<file path="src/rtl/wkf_pkg.sv">
package wkf_pkg;

    typedef enum logic [2:0] {
        MODE_NORMAL  = 3'd0,
        MODE_RXONLY  = 3'd1,
        MODE_STANDBY = 3'd2,
        MODE_GTSLEEP = 3'd3,
        MODE_SLEEP   = 3'd4
    } wkf_mode_e;

    typedef enum logic [2:0] {
        PAT_IDLE,
        PAT_DOM1,
        PAT_REC1,
        PAT_DOM2,
        PAT_REC2
    } wkf_pat_e;

    function automatic logic is_low_power(input logic [2:0] m);
        return (m == MODE_STANDBY) || (m == MODE_GTSLEEP) || (m == MODE_SLEEP);
    endfunction

endpackage

</file>
<file path="src/rtl/wkf_sync.sv">
module wkf_sync #(
    parameter int          STAGES     = 2,
    parameter int          W          = 2,
    parameter logic [W-1:0] RESET_WORD = '0
) (
    input  logic         clk,
    input  logic         rst_n,
    input  logic [W-1:0] din,
    output logic [W-1:0] dout
);

    generate
        if (STAGES == 0) begin : g_bypass
            assign dout = din;
        end else begin : g_chain
            logic [STAGES-1:0][W-1:0] chain_d, chain_q;

            always_comb begin
                chain_d[0] = din;
                for (int i = 1; i < STAGES; i++) begin
                    chain_d[i] = chain_q[i-1];
                end
            end

            always_ff @(posedge clk or negedge rst_n) begin
                if (!rst_n) begin
                    chain_q <= {STAGES{RESET_WORD}};
                end else begin
                    chain_q <= chain_d;
                end
            end

            assign dout = chain_q[STAGES-1];
        end
    endgenerate

endmodule

</file>
<file path="src/rtl/wkf_bus_pattern.sv">
module wkf_bus_pattern
    import wkf_pkg::*;
#(
    parameter int T_DOM = 20,
    parameter int T_REC = 20
) (
    input  logic clk,
    input  logic rst_n,
    input  logic en,
    input  logic dom,
    output logic done
);

    localparam int T_MAX = (T_DOM > T_REC) ? T_DOM : T_REC;
    localparam int CW    = $clog2(T_MAX + 1);
    localparam logic [CW-1:0] CNT_MAX  = CW'(T_MAX);
    localparam logic [CW-1:0] DOM_MIN  = CW'(T_DOM);
    localparam logic [CW-1:0] REC_MIN  = CW'(T_REC);
    localparam logic [CW-1:0] REC_LAST = CW'(T_REC - 1);
    localparam logic [CW-1:0] ONE      = CW'(1);

    typedef struct packed {
        wkf_pat_e        st;
        logic [CW-1:0]   cnt;
    } pat_reg_t;

    pat_reg_t r_d, r_q;
    logic [CW-1:0] cnt_inc;
    logic          dom_ok, rec_ok;

    always_comb begin
        r_d     = r_q;
        done    = 1'b0;
        cnt_inc = (r_q.cnt == CNT_MAX) ? r_q.cnt : r_q.cnt + ONE;
        dom_ok  = (r_q.cnt >= DOM_MIN);
        rec_ok  = (r_q.cnt >= REC_MIN);

        if (!en) begin
            r_d.st  = PAT_IDLE;
            r_d.cnt = '0;
        end else begin
            unique case (r_q.st)
                PAT_IDLE: begin
                    if (dom) begin
                        r_d.st  = PAT_DOM1;
                        r_d.cnt = ONE;
                    end
                end
                PAT_DOM1: begin
                    if (dom) begin
                        r_d.cnt = cnt_inc;
                    end else if (dom_ok) begin
                        r_d.st  = PAT_REC1;
                        r_d.cnt = ONE;
                    end else begin
                        r_d.st  = PAT_IDLE;
                        r_d.cnt = '0;
                    end
                end
                PAT_REC1: begin
                    if (!dom) begin
                        r_d.cnt = cnt_inc;
                    end else if (rec_ok) begin
                        r_d.st  = PAT_DOM2;
                        r_d.cnt = ONE;
                    end else begin
                        r_d.st  = PAT_DOM1;
                        r_d.cnt = ONE;
                    end
                end
                PAT_DOM2: begin
                    if (dom) begin
                        r_d.cnt = cnt_inc;
                    end else if (dom_ok) begin
                        if (T_REC <= 1) begin
                            done    = 1'b1;
                            r_d.st  = PAT_IDLE;
                            r_d.cnt = '0;
                        end else begin
                            r_d.st  = PAT_REC2;
                            r_d.cnt = ONE;
                        end
                    end else begin
                        r_d.st  = PAT_IDLE;
                        r_d.cnt = '0;
                    end
                end
                PAT_REC2: begin
                    if (dom) begin
                        r_d.st  = PAT_DOM1;
                        r_d.cnt = ONE;
                    end else if (r_q.cnt == REC_LAST) begin
                        done    = 1'b1;
                        r_d.st  = PAT_IDLE;
                        r_d.cnt = '0;
                    end else begin
                        r_d.cnt = cnt_inc;
                    end
                end
                default: begin
                    r_d.st  = PAT_IDLE;
                    r_d.cnt = '0;
                end
            endcase
        end
    end

    always_ff @(posedge clk or negedge rst_n) begin
        if (!rst_n) begin
            r_q.st  <= PAT_IDLE;
            r_q.cnt <= '0;
        end else begin
            r_q <= r_d;
        end
    end

endmodule

</file>
<file path="src/rtl/wkf_pin_debounce.sv">
module wkf_pin_debounce #(
    parameter int   T_WAKE      = 200,
    parameter logic RESET_LEVEL = 1'b0
) (
    input  logic clk,
    input  logic rst_n,
    input  logic pin,
    output logic level,
    output logic flip
);

    localparam int CW = $clog2(T_WAKE + 1);
    localparam logic [CW-1:0] CNT_LAST = CW'(T_WAKE - 1);
    localparam logic [CW-1:0] ONE      = CW'(1);

    typedef struct packed {
        logic          lvl;
        logic [CW-1:0] cnt;
    } deb_reg_t;

    deb_reg_t d_d, d_q;
    logic     differ;

    always_comb begin
        d_d    = d_q;
        differ = (pin != d_q.lvl);
        flip   = differ && (d_q.cnt == CNT_LAST);
        if (!differ) begin
            d_d.cnt = '0;
        end else if (flip) begin
            d_d.lvl = pin;
            d_d.cnt = '0;
        end else begin
            d_d.cnt = d_q.cnt + ONE;
        end
    end

    always_ff @(posedge clk or negedge rst_n) begin
        if (!rst_n) begin
            d_q.lvl <= RESET_LEVEL;
            d_q.cnt <= '0;
        end else begin
            d_q <= d_d;
        end
    end

    assign level = d_q.lvl;

endmodule

</file>
<file path="src/rtl/wake_filter.sv">
module wake_filter
    import wkf_pkg::*;
#(
    parameter int   T_DOM_CYC        = 20,
    parameter int   T_REC_CYC        = 20,
    parameter int   T_WAKE_CYC       = 200,
    parameter int   SYNC_STAGES      = 2,
    parameter logic WAKE_RESET_LEVEL = 1'b0
) (
    input  logic       clk,
    input  logic       rst_n,
    input  logic [2:0] mode,
    input  logic       uv_block,
    input  logic       bus_dominant,
    input  logic       wake_pin,
    output logic       remote_wake,
    output logic       local_wake,
    output logic       wake_pull_up
);

    typedef struct packed {
        logic armed;
        logic remote_pulse;
        logic local_pulse;
    } top_reg_t;

    logic [1:0] raw_in, synced;
    logic       det_en;
    logic       pat_done;
    logic       pin_flip;
    logic       pin_level;
    top_reg_t   st_d, st_q;

    assign raw_in = {bus_dominant, wake_pin};

    wkf_sync #(
        .STAGES     (SYNC_STAGES),
        .W          (2),
        .RESET_WORD ({1'b0, WAKE_RESET_LEVEL})
    ) u_sync (
        .clk   (clk),
        .rst_n (rst_n),
        .din   (raw_in),
        .dout  (synced)
    );

    assign det_en = is_low_power(mode) && !uv_block;

    wkf_bus_pattern #(
        .T_DOM (T_DOM_CYC),
        .T_REC (T_REC_CYC)
    ) u_pattern (
        .clk   (clk),
        .rst_n (rst_n),
        .en    (det_en),
        .dom   (synced[1]),
        .done  (pat_done)
    );

    wkf_pin_debounce #(
        .T_WAKE      (T_WAKE_CYC),
        .RESET_LEVEL (WAKE_RESET_LEVEL)
    ) u_debounce (
        .clk   (clk),
        .rst_n (rst_n),
        .pin   (synced[0]),
        .level (pin_level),
        .flip  (pin_flip)
    );

    always_comb begin
        st_d              = st_q;
        st_d.remote_pulse = det_en && st_q.armed && pat_done;
        st_d.local_pulse  = det_en && st_q.armed && pin_flip;
        st_d.armed        = det_en ? (st_q.armed && !(pat_done || pin_flip)) : 1'b1;
    end

    always_ff @(posedge clk or negedge rst_n) begin
        if (!rst_n) begin
            st_q.armed        <= 1'b1;
            st_q.remote_pulse <= 1'b0;
            st_q.local_pulse  <= 1'b0;
        end else begin
            st_q <= st_d;
        end
    end

    assign remote_wake  = st_q.remote_pulse;
    assign local_wake   = st_q.local_pulse;
    assign wake_pull_up = pin_level;

endmodule

</file>
<file path="config.mk">
export PLATFORM = sky130hd
export DESIGN_NAME = wake_filter
export DESIGN_NICKNAME = d
export VERILOG_FILES = /design/src/rtl/wkf_pkg.sv /design/src/rtl/wkf_sync.sv /design/src/rtl/wkf_bus_pattern.sv /design/src/rtl/wkf_pin_debounce.sv /design/src/rtl/wake_filter.sv
export SDC_FILE = /design/constraint.sdc
export NUM_CORES = 1
export LEC_CHECK = 0
export ABC_CLOCK_PERIOD_IN_PS = 1700
export BUFFER_PORTS_ARGS = -buffer_cell sky130_fd_sc_hd__buf_2
export CORE_MARGIN = 4
export CORE_UTILIZATION = 50
export CTS_CLUSTER_DIAMETER = 50
export DETAILED_ROUTE_END_ITERATION = 12
export GPL_ROUTABILITY_DRIVEN = 0
export GPL_TIMING_DRIVEN = 0
export PLACE_DENSITY_LB_ADDON = 0.12
export SLEW_MARGIN = 20
export SYNTH_ARGS = -nofsm -noshare
export SYNTH_HDL_FRONTEND = slang
export SYNTH_SLANG_ARGS = --single-unit
</file>
<file path="constraint.sdc">
create_clock -name clk -period 1.7 [get_ports clk]
set_input_delay 0.34 -clock clk [delete_from_list [all_inputs] [get_ports clk]]
set_output_delay 0.34 -clock clk [all_outputs]
set_load 0.01 [all_outputs]
</file>
## After elaboration in Yosys (flattened, before gate mapping)

Cells that the tools add are included.

| word-level totals | value |
|---|---|
| logic and storage cells | 65 |
| bits of input ports | 8 |
| output and inout port bits | 3 |
| bits in registers | 24 |

| cells by class | value |
|---|---|
| order comparisons | 1 |
| add/subtract/negate cells | 2 |
| muxes and demuxes | 23 |
| reductions and logical operators | 14 |
| equality and inequality tests | 16 |

Operators with widths:

| cell | number |
|---|---|
| 2-to-1 mux 8 bit | 6 |
| one-hot mux 8 bit (5 select lines) | 1 |
| 2-to-1 mux 5 bit | 5 |
| 2-to-1 mux 7 bit | 2 |
| equality test 3 x 2 -> 1 bit (second input constant) | 4 |
| 2-to-1 mux 3 bit | 4 |
| inequality test 3 bit (second input constant) | 4 |
| equality test 5 bit (second input constant) | 2 |
| adder 8 x 1 -> 8 bit (second input constant) | 1 |
| equality test 8 bit (second input constant) | 1 |
| equality test 3 bit (second input constant) | 2 |
| logical AND 1 bit | 6 |
| adder 5 x 1 -> 5 bit (second input constant) | 1 |
| >= comparator 5 bit (second input constant) | 1 |
| 2-to-1 mux 1 bit | 5 |
| AND reduction 5 bit | 1 |
| inequality test 4 x 3 -> 1 bit (second input constant) | 1 |
| equality test 3 x 1 -> 1 bit (second input constant) | 1 |
| logical NOT 3 bit | 1 |
| logical OR 1 bit | 3 |
| logical NOT 1 bit | 2 |
| AND reduction 2 bit | 1 |
| inequality test 1 bit | 1 |

## Depth between registers and ports, before layout

Gate-level depths: netlist of run 1.

| logic depth | value |
|---|---|
| word-level depth | 9 |
| mapped depth | 6 |
| depth with buffers taken out | 6 |

## Hierarchy

A second synthesis of run 1 with hierarchy kept.

| unflattened totals | value |
|---|---|
| cells, all modules | 124 |
| area, all modules | 1267.5 µm² |

Modules (own cells, without submodules):

| module | seq. area each (µm²) | cells an instance | area each (µm²) | times used |
|---|---|---|---|---|
| wkf_bus_pattern | 200.2 | 67 | 591.8 | 1 |
| wkf_pin_debounce | 225.2 | 41 | 436.7 | 1 |
| wake_filter | 76.3 | 12 | 138.9 | 1 |
| wkf_sync | 100.1 | 4 | 100.1 | 1 |

## Least setup slack after synthesis of run 1

No wires, ideal clock.

| path | value |
|---|---|
| kind | register to register |
| start | reg u_debounce.d_q[0] in the netlist's numbering |
| end | reg u_debounce.d_q, in the netlist u_debounce.level |
| stages on the path, launching flop included | 6 |
| slack | 0.043 ns |
| path buffers | 0 |
| arrival | 1.533 ns |
| required time | 1.575 ns |
| cells stage by stage | dfrtp_1 > ha_1 > nand4_1 > or4_1 > nor2_1 > mux2_2 |

| on the way | value |
|---|---|
| longest elaborated chain between the ends | 3 |

RTL lines:

| what | line | RTL |
|---|---|---|
| from (decl) | wkf_pin_debounce.sv:21 | `deb_reg_t d_d, d_q;` |
| equality test 8 bit | wkf_pin_debounce.sv:27 | `flip = differ && (d_q.cnt == CNT_LAST);` |
| logical AND 1 bit | wkf_pin_debounce.sv:27 |  |
| AND reduction 2 bit (no line) | -- |  |

Every way passes these cells.
A chain may end at the register's enable or synchronous reset.

## Worst setup path in the final report of run 1

| path | value |
|---|---|
| start | reg u_sync.g_chain.chain_q, in the netlist u_sync.dout[1] |
| end | reg u_pattern.r_q[2] in the netlist's numbering |

| on the way | value |
|---|---|
| longest elaborated chain between the ends | 3 |

RTL lines:

| what | line | RTL |
|---|---|---|
| from (decl) | wkf_sync.sv:16 | `logic [STAGES-1:0][W-1:0] chain_d, chain_q;` |
| from (signal assigned) | wkf_sync.sv:27 | `chain_q <= {STAGES{RESET_WORD}};` |
| from (signal assigned) | wkf_sync.sv:29 | `chain_q <= chain_d;` |
| 2-to-1 mux 8 bit (tied with other cells) | wkf_bus_pattern.sv:89 | `if (dom) begin` |
| one-hot mux 8 bit (5 select lines) | wkf_bus_pattern.sv:42 | `unique case (r_q.st)` |
| 2-to-1 mux 8 bit | wkf_bus_pattern.sv:38 | `if (!en) begin` |
| to (signal assigned) | wkf_bus_pattern.sv:113 | `r_q <= r_d;` |
| to (decl) | wkf_bus_pattern.sv:27 | `pat_reg_t r_d, r_q;` |

Parallel ways exist; a longest one is shown, timed or not.

==> impl_metrics.tcl, run 1 <==
set metrics [dict create \
    num_rows 17 \
    critPathLaunchType "flip-flop" \
    hold_violations 0 \
    dr_wl_met2_um 1250 \
    synth_edf_count 0 \
    syn_nets 132 \
    drt_wl_total_um 2510 \
    avgSynthCellArea_um2 10.4 \
    ir_drop_mv 0.526 \
    combPwrFrac_pct 8.0 \
    io_buffer_count 10 \
    final_core_util_pct 65.9 \
    yosysSeqAreaShare_pct 47.9 \
    place_worst_setup_slack_ps -73.6 \
    route.met3.wl_um 91 \
    status "finished, final reports clean" \
    hpwl_um 1650 \
    via_per_inst 5.61 \
    setup_viol_count_final 0 \
    grt_first_pass_wirelength_um 4000 \
    tritoncts "yes" \
    synthCells 121 \
    pwr-share-seq_pct 54.1 \
    relSlewSlack_pct 65.2 \
    drc_errors 0 \
    tightest_slew_ps 522 \
    boundaryPins 11 \
    crit_fanout 9 \
    ys_ff_latch 24 \
    worstPathRequired_ps 1940 \
    seqCellArea_um2 602 \
    die_area_mm2 0.00338 \
    synthArstFlopShare_pct 100 \
    clock_path_buffers 2 \
    synth_cell_type_count 44 \
    antenna_found_initial 0 \
    grt_start_max_net_pins 25 \
    max_freq_mhz 599 \
    finalCriticalPeriod_ps 1670 \
    drive_above_1_share_pct 29.1 \
    top_layer_used "met4" \
    report.final.slew_viol_count 0 \
    drt_iter0_markers 24 \
    p_sw_w 0.000238 \
    powerDensity_mw_per_mm2 726 \
    ys.flop_type "dfrtp_1" \
    grt_pass1_vias 917 \
    ant_nets 0 \
    ys_warn_count 0 \
    worstSkewPairLatency_ps 320 \
    clkPwrFrac_pct 37.9 \
    grt_overflow 0 \
    fill_cells 194 \
    holdWs_ps 123 \
    vias 948 \
    track_usage_pct 15.4 \
    cp.arrival_ps 1910 \
    cts.sink_count 24 \
    dieWidth_um 58.2 \
    cts_max_level 1 \
    drt-pass1-iter-count 4 \
    hp-class "in2reg" \
    final_nets 153 \
    rsz0062_at_grt "true" \
    path_class "reg2reg" \
    p_leak_nw 0.672 \
    fin_ws_ps 29.9 \
    cts-root-buf "clkbuf_4" \
    core_area_mm2 0.00230 \
    cp-end-kind "flip-flop" \
    antenna_cells 0 \
    start_util_pct 54.7 \
    wl_met1_um 1160 \
    drv_cap 0 \
    swShare_pct 21.7 \
    p_int_w 0.000861 \
    path_clk_slew_ps 140 \
    cts_buffers 3 \
    areaGrowthSynthToFinish_pct 20.4 \
    multi_input_comb_area_um2 666 \
    die_h_um 58.2 \
    finClkSkew_ps 9.26 \
    wl_per_cell_um 14.9 \
    period_share_pct 98.2 \
    syn-cell-area_mm2 0.00126 \
]
==> state kept, by name, indices dropped and copies added (netlist names) <==
register	flops
local_wake	1
remote_wake	1
st_q	1
u_debounce.d_q	8
u_debounce.level	1
u_pattern.r_q	8
u_sync.dout	2
u_sync.g_chain.chain_d	2
==> layout make-up <==
type / instances / area share [%]
multi-input combinational: 86 / 44.0
tap: 28 / 2.31
clock buffer: 3 / 1.49
clock inverter: 1 / 1.98
timing repair buffer: 16 / 6.45
buffer: 4 / 2.31
inverter: 7 / 1.74
sequential: 24 / 39.8
==> layout by cell type, fill, tap and decap left out, types with 4 or more instances in the layout <==
cell and n:
dfrtp_1 23, nor2_1 12, buf_2 11, nand3_1 7
inv_1 7, nand2_1 7, buf_4 6, and3_1 5
xor2_1 5, xnor2_1 4
==> power groups by stage <==
| stage | sequential (W) | combinational [W] | clock [W] |
|---|---|---|---|
| global placement | 0.000603 | 0.0000712 | 0 |
| finish | 0.000595 | 0.0000880 | 0.000416 |
| detailed placement | 0.000604 | 0.0000738 | 0 |
| floorplan | 0.000601 | 0.0000450 | 0 |
| CTS | 0.000592 | 0.0000833 | 0.000428 |
| global route | 0.000597 | 0.000101 | 0.000443 |
==> metrics by stage <==
stage,area (um2),total power (W),TNS (ps),cells
finish,1510,0.00110,0,169
global route,1510,0.00114,-46.3,169
global placement,1340,0.000674,-138,159
CTS,1460,0.00110,0,168
detailed placement,1340,0.000678,-204,159
floorplan,1260,0.000646,0,121
==> worst max-delay path, cell delays in order, from the launching register on <==
cell,delay (ps)
dfrtp_1,410
buf_6,150
or3b_4,370
a21oi_2,200
o21ai_4,120
o21ba_2,220
o22ai_1,120
==> synthesized netlist by cell type, types with 2 or more instances <==
master / count / area [um2]
nor3b_1: 2 / 15.0
nor2b_1: 2 / 12.5
nor2_1: 13 / 48.8
a21oi_1: 2 / 10.0
nand2b_1: 2 / 12.5
buf_6: 2 / 22.5
inv_1: 7 / 26.3
xor2_1: 5 / 43.8
dfrtp_1: 23 / 576
and3_1: 5 / 31.3
mux2i_1: 2 / 20.0
nor3_1: 3 / 15.0
o21ai_0: 3 / 15.0
o31ai_1: 2 / 15.0
nand2_1: 7 / 26.3
nand3_1: 7 / 35.0
ha_1: 3 / 37.5
buf_2: 2 / 10.0
xnor2_1: 4 / 35.0
==> cell families after synthesis <==
family | synth area share (%)
AND/OR/NAND/NOR | 24.5
flip-flops | 47.9
AO/OA/AOI/OAI | 11.2
buffers and inverters | 4.68
XOR/XNOR | 6.27
multiplexers | 2.49
adder cells (fa/ha/maj) | 2.99
==> final timing paths <==
| path | start | endpoint | slack, ps | cells after the start |
|---|---|---|---|---|
| worst max-delay path | u_sync.dout[1]$_DFF_PN0_ | u_pattern.r_q[2]$_DFFE_PN0P_ | 30 | 6 |
| worst min-delay path | wake_pin | u_sync.g_chain.chain_d[2]$_DFF_PN0_ | 120 | 1 |
| worst max register to register | u_sync.dout[1]$_DFF_PN0_ | u_pattern.r_q[2]$_DFFE_PN0P_ | 30 | 6 |
| worst min register to register | u_sync.g_chain.chain_d[2]$_DFF_PN0_ | u_sync.dout[0]$_DFF_PN0_ | 370 | 0 |
| max in group asynchronous | rst_n | st_q[2]$_DFF_PN1_ | 820 | 2 |
| min in group asynchronous | rst_n | u_pattern.r_q[6]$_DFFE_PN0P_ | 500 | 2 |
==> metal layers <==
metal / up-vias / GRT usage [%]
met5: - / 0
met4: 0 / 5.96
met3: 2 / 2.23
met2: 14 / 26.5
met1: 467 / 19.4
li1: 465 / -
==> what timing repair did <==
item	in CTS	in global routing
gates resized for setup	6	10
pin swaps	2	5
buffers inserted	4	2
hold buffers	1	0
setup endpoints to repair	5	6
endpoints found under the hold margin	23	0
(Power assumes the default switching activity.)
==> run 2: changes to the inputs <==
--- a/config.mk
+++ b/config.mk
@@ -8,12 +8,13 @@
 export ABC_CLOCK_PERIOD_IN_PS = 1700
 export BUFFER_PORTS_ARGS = -buffer_cell sky130_fd_sc_hd__buf_2
 export CORE_MARGIN = 4
-export CORE_UTILIZATION = 50
+export CORE_UTILIZATION = 52
 export CTS_CLUSTER_DIAMETER = 50
 export DETAILED_ROUTE_END_ITERATION = 12
 export GPL_ROUTABILITY_DRIVEN = 0
 export GPL_TIMING_DRIVEN = 0
 export PLACE_DENSITY_LB_ADDON = 0.12
+export SETUP_SLACK_MARGIN = 0.5
 export SLEW_MARGIN = 20
 export SYNTH_ARGS = -nofsm -noshare
 export SYNTH_HDL_FRONTEND = slang
==> impl_metrics.tcl, run 2 (synthesis gave the netlist of run 1 again) <==
set metrics [dict create \
    grt_overflow 0 \
    cts-root-buf "clkbuf_4" \
    crit_fanout 3 \
    antenna_found_initial 0 \
    track_usage_pct 17.6 \
    start_util_pct 55.8 \
    drt_iter0_markers 41 \
    startpoint "u_pattern.r_q[0]$_DFFE_PN0P_" \
    boundaryPins 11 \
    drc_errors 0 \
    hold_violations 23 \
    io_buffer_count 10 \
    ant_nets 0 \
    grt_first_pass_wirelength_um 4600 \
    multi_input_comb_area_um2 764 \
    final_nets 161 \
    cp.arrival_ps 1910 \
    cts_max_level 1 \
    ir_drop_mv 0.558 \
    seqCellArea_um2 603 \
    path_clk_slew_ps 130 \
    hpwl_um 1610 \
    fill_cells 155 \
    p_sw_w 0.000246 \
    report.power.total_w 0.00112 \
    grt_start_max_net_pins 25 \
    period_share_pct 102 \
    rsz0062_at_grt "true" \
    top_regs "u_debounce.d_q x8, u_pattern.r_q x8" \
    areaGrowthSynthToFinish_pct 34.3 \
    cp-end-kind "flip-flop" \
    clock_path_buffers 2 \
    report.final.slew_viol_count 0 \
    fin_ws_ps -30.4 \
    path_class "reg2reg" \
    regToRegSetupSlack_ps -30 \
    path_cells "ha_2, and4bb_2, o32a_1, nor3_2, o31ai_2, o311ai_2" \
    stdcell_area_mm2 0.00169 \
    hold_buffers 0 \
    place_worst_setup_slack_ps -79.5 \
    finalCriticalPeriod_ps 1730 \
    vias 1006 \
    worstPathRequired_ps 1880 \
    drt-pass1-iter-count 4 \
    final.setup.tns_ps -30.4 \
    die_h_um 57.2 \
    p_int_w 0.000873 \
    cp.buffers_inverters 0 \
    grt_pass1_vias 990 \
    num_rows 17 \
    setup_viol_count_final 1 \
    relSlewSlack_pct 63.5 \
    slowest_delay_ps 390 \
    placed_area_mm2 0.00136 \
    tightest_slew_ps 547 \
    drt_wl_total_um 2810 \
    tritoncts "yes" \
    holdWs_ps -7.15 \
    swShare_pct 22.0 \
    dieWidth_um 57.2 \
    via_per_inst 5.68 \
    worstSkewPairLatency_ps 310 \
    core_area_mm2 0.00225 \
    combPwrFrac_pct 10.2 \
    final_cell_mix "dfrtp_1, buf_4, buf_2" \
    die_area_mm2 0.00327 \
    drive_above_1_share_pct 44.3 \
    powerDensity_mw_per_mm2 662 \
    final_common_cell "dfrtp_1" \
    status "complete, but fails checks" \
    critPathLaunchType "flip-flop" \
    slowest_stage "dfrtp_1" \
    cts_buffers 3 \
    finClkSkew_ps 2.28 \
    clkPwrFrac_pct 36.7 \
    hp-class "in2async" \
    r2r_start "u_pattern.r_q[0]$_DFFE_PN0P_" \
    cts.sink_count 24 \
    pwr-share-seq_pct 53.1 \
    antenna_cells 0 \
    wl_per_cell_um 15.9 \
    violations "negative hold slack, negative setup slack" \
    max_freq_mhz 578 \
    drv_cap 0 \
    p_leak_nw 0.724 \
    cp_top_family "compound AO/OA/AOI/OAI gates" \
]
==> run 2: power by group through the flow <==
stage                     Combinational, W  Clock (W)  Sequential, W
after floorplan                  0.0000460          0       0.000602
after global placement           0.0000724          0       0.000603
after detailed placement         0.0000751          0       0.000604
after CTS                        0.0000925   0.000418       0.000592
after global routing              0.000125   0.000456       0.000596
final                             0.000115   0.000411       0.000593
==> run 2: path summary, 6_finish.rpt <==
kind / to / cells after the start
worst max-delay path: u_pattern.r_q[0]$_DFFE_PN0P_ / 6
worst min-delay path: u_pattern.r_q[7]$_DFFE_PN0P_ / 1
worst max register to register: u_pattern.r_q[0]$_DFFE_PN0P_ / 6
worst min register to register: u_sync.dout[1]$_DFF_PN0_ / 0
max in group asynchronous: u_pattern.r_q[5]$_DFFE_PN0P_ / 1
min in group clk: u_sync.g_chain.chain_d[3]$_DFF_PN0_ / 1
==> run 2: worst reg2reg max path: cells and delay by family (launching register included) <==
| family | cells | cell delay, ps |
|---|---|---|
| flip-flops | 1 | 390 |
| AO/OA/AOI/OAI | 3 | 670 |
| adder cells (fa/ha/maj) | 1 | 180 |
| AND/OR/NAND/NOR | 2 | 350 |
==> run 2: stage by stage <==
stage	std cells	util (%)
2_1_floorplan	121	-
3_3_place_gp	159	60.4
3_5_place_dp	159	60.4
4_1_cts	174	68.6
5_1_grt	177	74.9
6_report	177	74.9
==> run 2: layout make-up <==
| cell class | instances | area share, % |
|---|---|---|
| multi-input combinational | 86 | 45.3 |
| sequential | 24 | 35.7 |
| timing repair buffer | 24 | 9.85 |
| buffer | 4 | 2.44 |
| tap | 28 | 2.07 |
| clock inverter | 1 | 1.78 |
| inverter | 7 | 1.56 |
| clock buffer | 3 | 1.33 |
==> run 2: repair_timing <==
item                       CTS  global route
resized for setup           11            26
buffers inserted            11             3
setup endpoints to repair   19            21
pin swaps                    5            13
==> run 2: layer usage <==
metal / vias up / track usage [%] / wire length [um]
li1: 485 / - / -
met1: 494 / 24.0 / 1290
met2: 25 / 29.0 / 1400
met3: 2 / 3.39 / 104
met4: 0 / 3.97 / 18
met5: - / 0 / 0
==> run 3: changes to the inputs <==
==> constraint.sdc (replaced) <==
create_clock -name clk -period 1.7 [get_ports clk]
set_input_delay 0.34 -clock clk [delete_from_list [all_inputs] [get_ports clk]]
set_output_delay 0.34 -clock clk [all_outputs]
set_load 0.02 [all_outputs]
==> impl_metrics.tcl, run 3 (synthesis gave the netlist of run 1 again) <==
set metrics [dict create \
    hold_buffers 0 \
    via_per_inst 5.67 \
    grt_start_max_net_pins 25 \
    slowest_stage "dfrtp_1" \
    die_h_um 57.2 \
    core_area_mm2 0.00225 \
    wl_per_cell_um 15.8 \
    critPathLaunchType "flip-flop" \
    tightest_slew_ps 550 \
    cts_max_level 1 \
    powerDensity_mw_per_mm2 655 \
    swShare_pct 21.9 \
    cp_top_family "compound AO/OA/AOI/OAI gates" \
    antenna_cells 0 \
    cp.arrival_ps 1910 \
    fin_ws_ps -30.3 \
    drt-pass1-iter-count 4 \
    final_nets 161 \
    rsz0062_at_grt "true" \
    hold_violations 23 \
    holdWs_ps -5.95 \
    antenna_found_initial 0 \
    boundaryPins 11 \
    grt_overflow 0 \
    finClkSkew_ps 1.54 \
    drive_above_1_share_pct 44.3 \
    max_freq_mhz 578 \
    violations "negative hold slack, negative setup slack" \
    combPwrFrac_pct 10.3 \
    grt_first_pass_wirelength_um 4600 \
    cts-root-buf "clkbuf_4" \
    crit_fanout 3 \
    relSlewSlack_pct 63.3 \
    crit_cells 6 \
    worstPathRequired_ps 1880 \
    clkPwrFrac_pct 36.7 \
    path_clk_slew_ps 130 \
    path_cells "ha_2, and4bb_2, o32a_1, nor3_2, o31ai_2, o311ai_2" \
    ir_drop_mv 0.555 \
    pwr-share-seq_pct 53.1 \
    status "complete, but fails checks" \
    hpwl_um 1610 \
    report.final.slew_viol_count 0 \
    hp-class "in2async" \
    drv_cap 0 \
    vias 1003 \
    cp.buffers_inverters 0 \
    die_area_mm2 0.00327 \
    setup_viol_count_final 1 \
    slowest_delay_ps 390 \
    dieWidth_um 57.2 \
    place_worst_setup_slack_ps -79.5 \
    final_cell_mix "dfrtp_1, buf_4, buf_6" \
    ant_nets 0 \
    areaGrowthSynthToFinish_pct 35.8 \
    final_common_cell "dfrtp_1" \
    p_int_w 0.000873 \
    finalCriticalPeriod_ps 1730 \
    drt_iter0_markers 44 \
    top_regs "u_debounce.d_q x8, u_pattern.r_q x8" \
    report.power.total_w 0.00112 \
    cts_buffers 3 \
    track_usage_pct 17.6 \
    worstSkewPairLatency_ps 310 \
    clock_path_buffers 2 \
    p_leak_nw 0.726 \
    drc_errors 0 \
    start_util_pct 55.8 \
    tritoncts "yes" \
    period_share_pct 102 \
    reg2reg_depth 6 \
    cts.sink_count 24 \
    grt_pass1_vias 990 \
    cp-end-kind "flip-flop" \
    io_buffer_count 10 \
    drt_wl_total_um 2810 \
    path_class "reg2reg" \
    num_rows 17 \
    p_sw_w 0.000245 \
]
[run 3: cell counts in the layout (fill, tap and decap cells not counted)]
No cell type changed its count.
[run 3: area by class of cell]
| type | instances | area, um2 |
|---|---|---|
| buffer | 4 | 41.3 |
| clock buffer | 3 | 22.5 |
| clock inverter | 1 | 30.0 |
| fill | 153 | 547 |
| inverter | 7 | 26.3 |
| multi-input combinational | 86 | 764 |
| sequential | 24 | 603 |
| tap | 28 | 35.0 |
| timing repair buffer | 24 | 185 |
[run 3: worst reg2reg max path, cell delays in order, from the launching register on]
cell,delay [ps]
dfrtp_1,390
ha_2,180
and4bb_2,280
o32a_1,230
nor3_2,70
o31ai_2,260
o311ai_2,180
[run 3: repair_timing]
action                                  in CTS  in global routing
buffers inserted                            11                  3
pin swaps                                    5                 13
endpoints found under the setup margin      20                 21
gates resized for setup                     13                 30
gates cloned                                 0                  0
[run 3: metrics by stage]
| step | hold slack [ps] | cell area (um2) | utilization [%] | setup TNS [ps] | instances |
|---|---|---|---|---|---|
| 2_1_floorplan | 44.4 | 1280 | - | 0 | 121 |
| 3_3_place_gp | 333 | 1360 | 60.4 | -75.3 | 159 |
| 3_5_place_dp | 337 | 1360 | 60.4 | -201 | 159 |
| 4_1_cts | 1.75 | 1550 | 68.9 | 0 | 174 |
| 5_1_grt | 1.03 | 1710 | 75.7 | -167 | 177 |
| 6_report | -5.95 | 1710 | 75.7 | -30.3 | 177 |
[run 3: path summary, 6_finish.rpt]
| path | to | from | slack [ps] |
|---|---|---|---|
| setup reg to reg | u_pattern.r_q[0]$_DFFE_PN0P_ | u_pattern.r_q[0]$_DFFE_PN0P_ | -30 |
| setup / recovery | u_pattern.r_q[0]$_DFFE_PN0P_ | u_pattern.r_q[0]$_DFFE_PN0P_ | -30 |
| hold / removal | u_pattern.r_q[7]$_DFFE_PN0P_ | rst_n | -6 |
| max in group asynchronous | u_pattern.r_q[5]$_DFFE_PN0P_ | rst_n | 1320 |
| min in group clk | u_sync.g_chain.chain_d[3]$_DFF_PN0_ | bus_dominant | 120 |
| hold reg to reg | u_sync.dout[1]$_DFF_PN0_ | u_sync.g_chain.chain_d[3]$_DFF_PN0_ | 360 |
[run 3: power groups by stage]
stage	logic, W	registers, W	clock network, W
after floorplan	0.0000460	0.000602	0
after global placement	0.0000724	0.000603	0
after detailed placement	0.0000751	0.000604	0
after CTS	0.0000925	0.000592	0.000418
after global routing	0.000125	0.000596	0.000456
final	0.000115	0.000593	0.000410
[run 3: metal layers]
metal	GRT usage [%]	vias up	share of wire, %
met3	3.39	2	3.9
met2	29.0	27	49
met4	3.97	0	0.64
met5	0	-	0
li1	-	485	-
met1	24.0	489	46
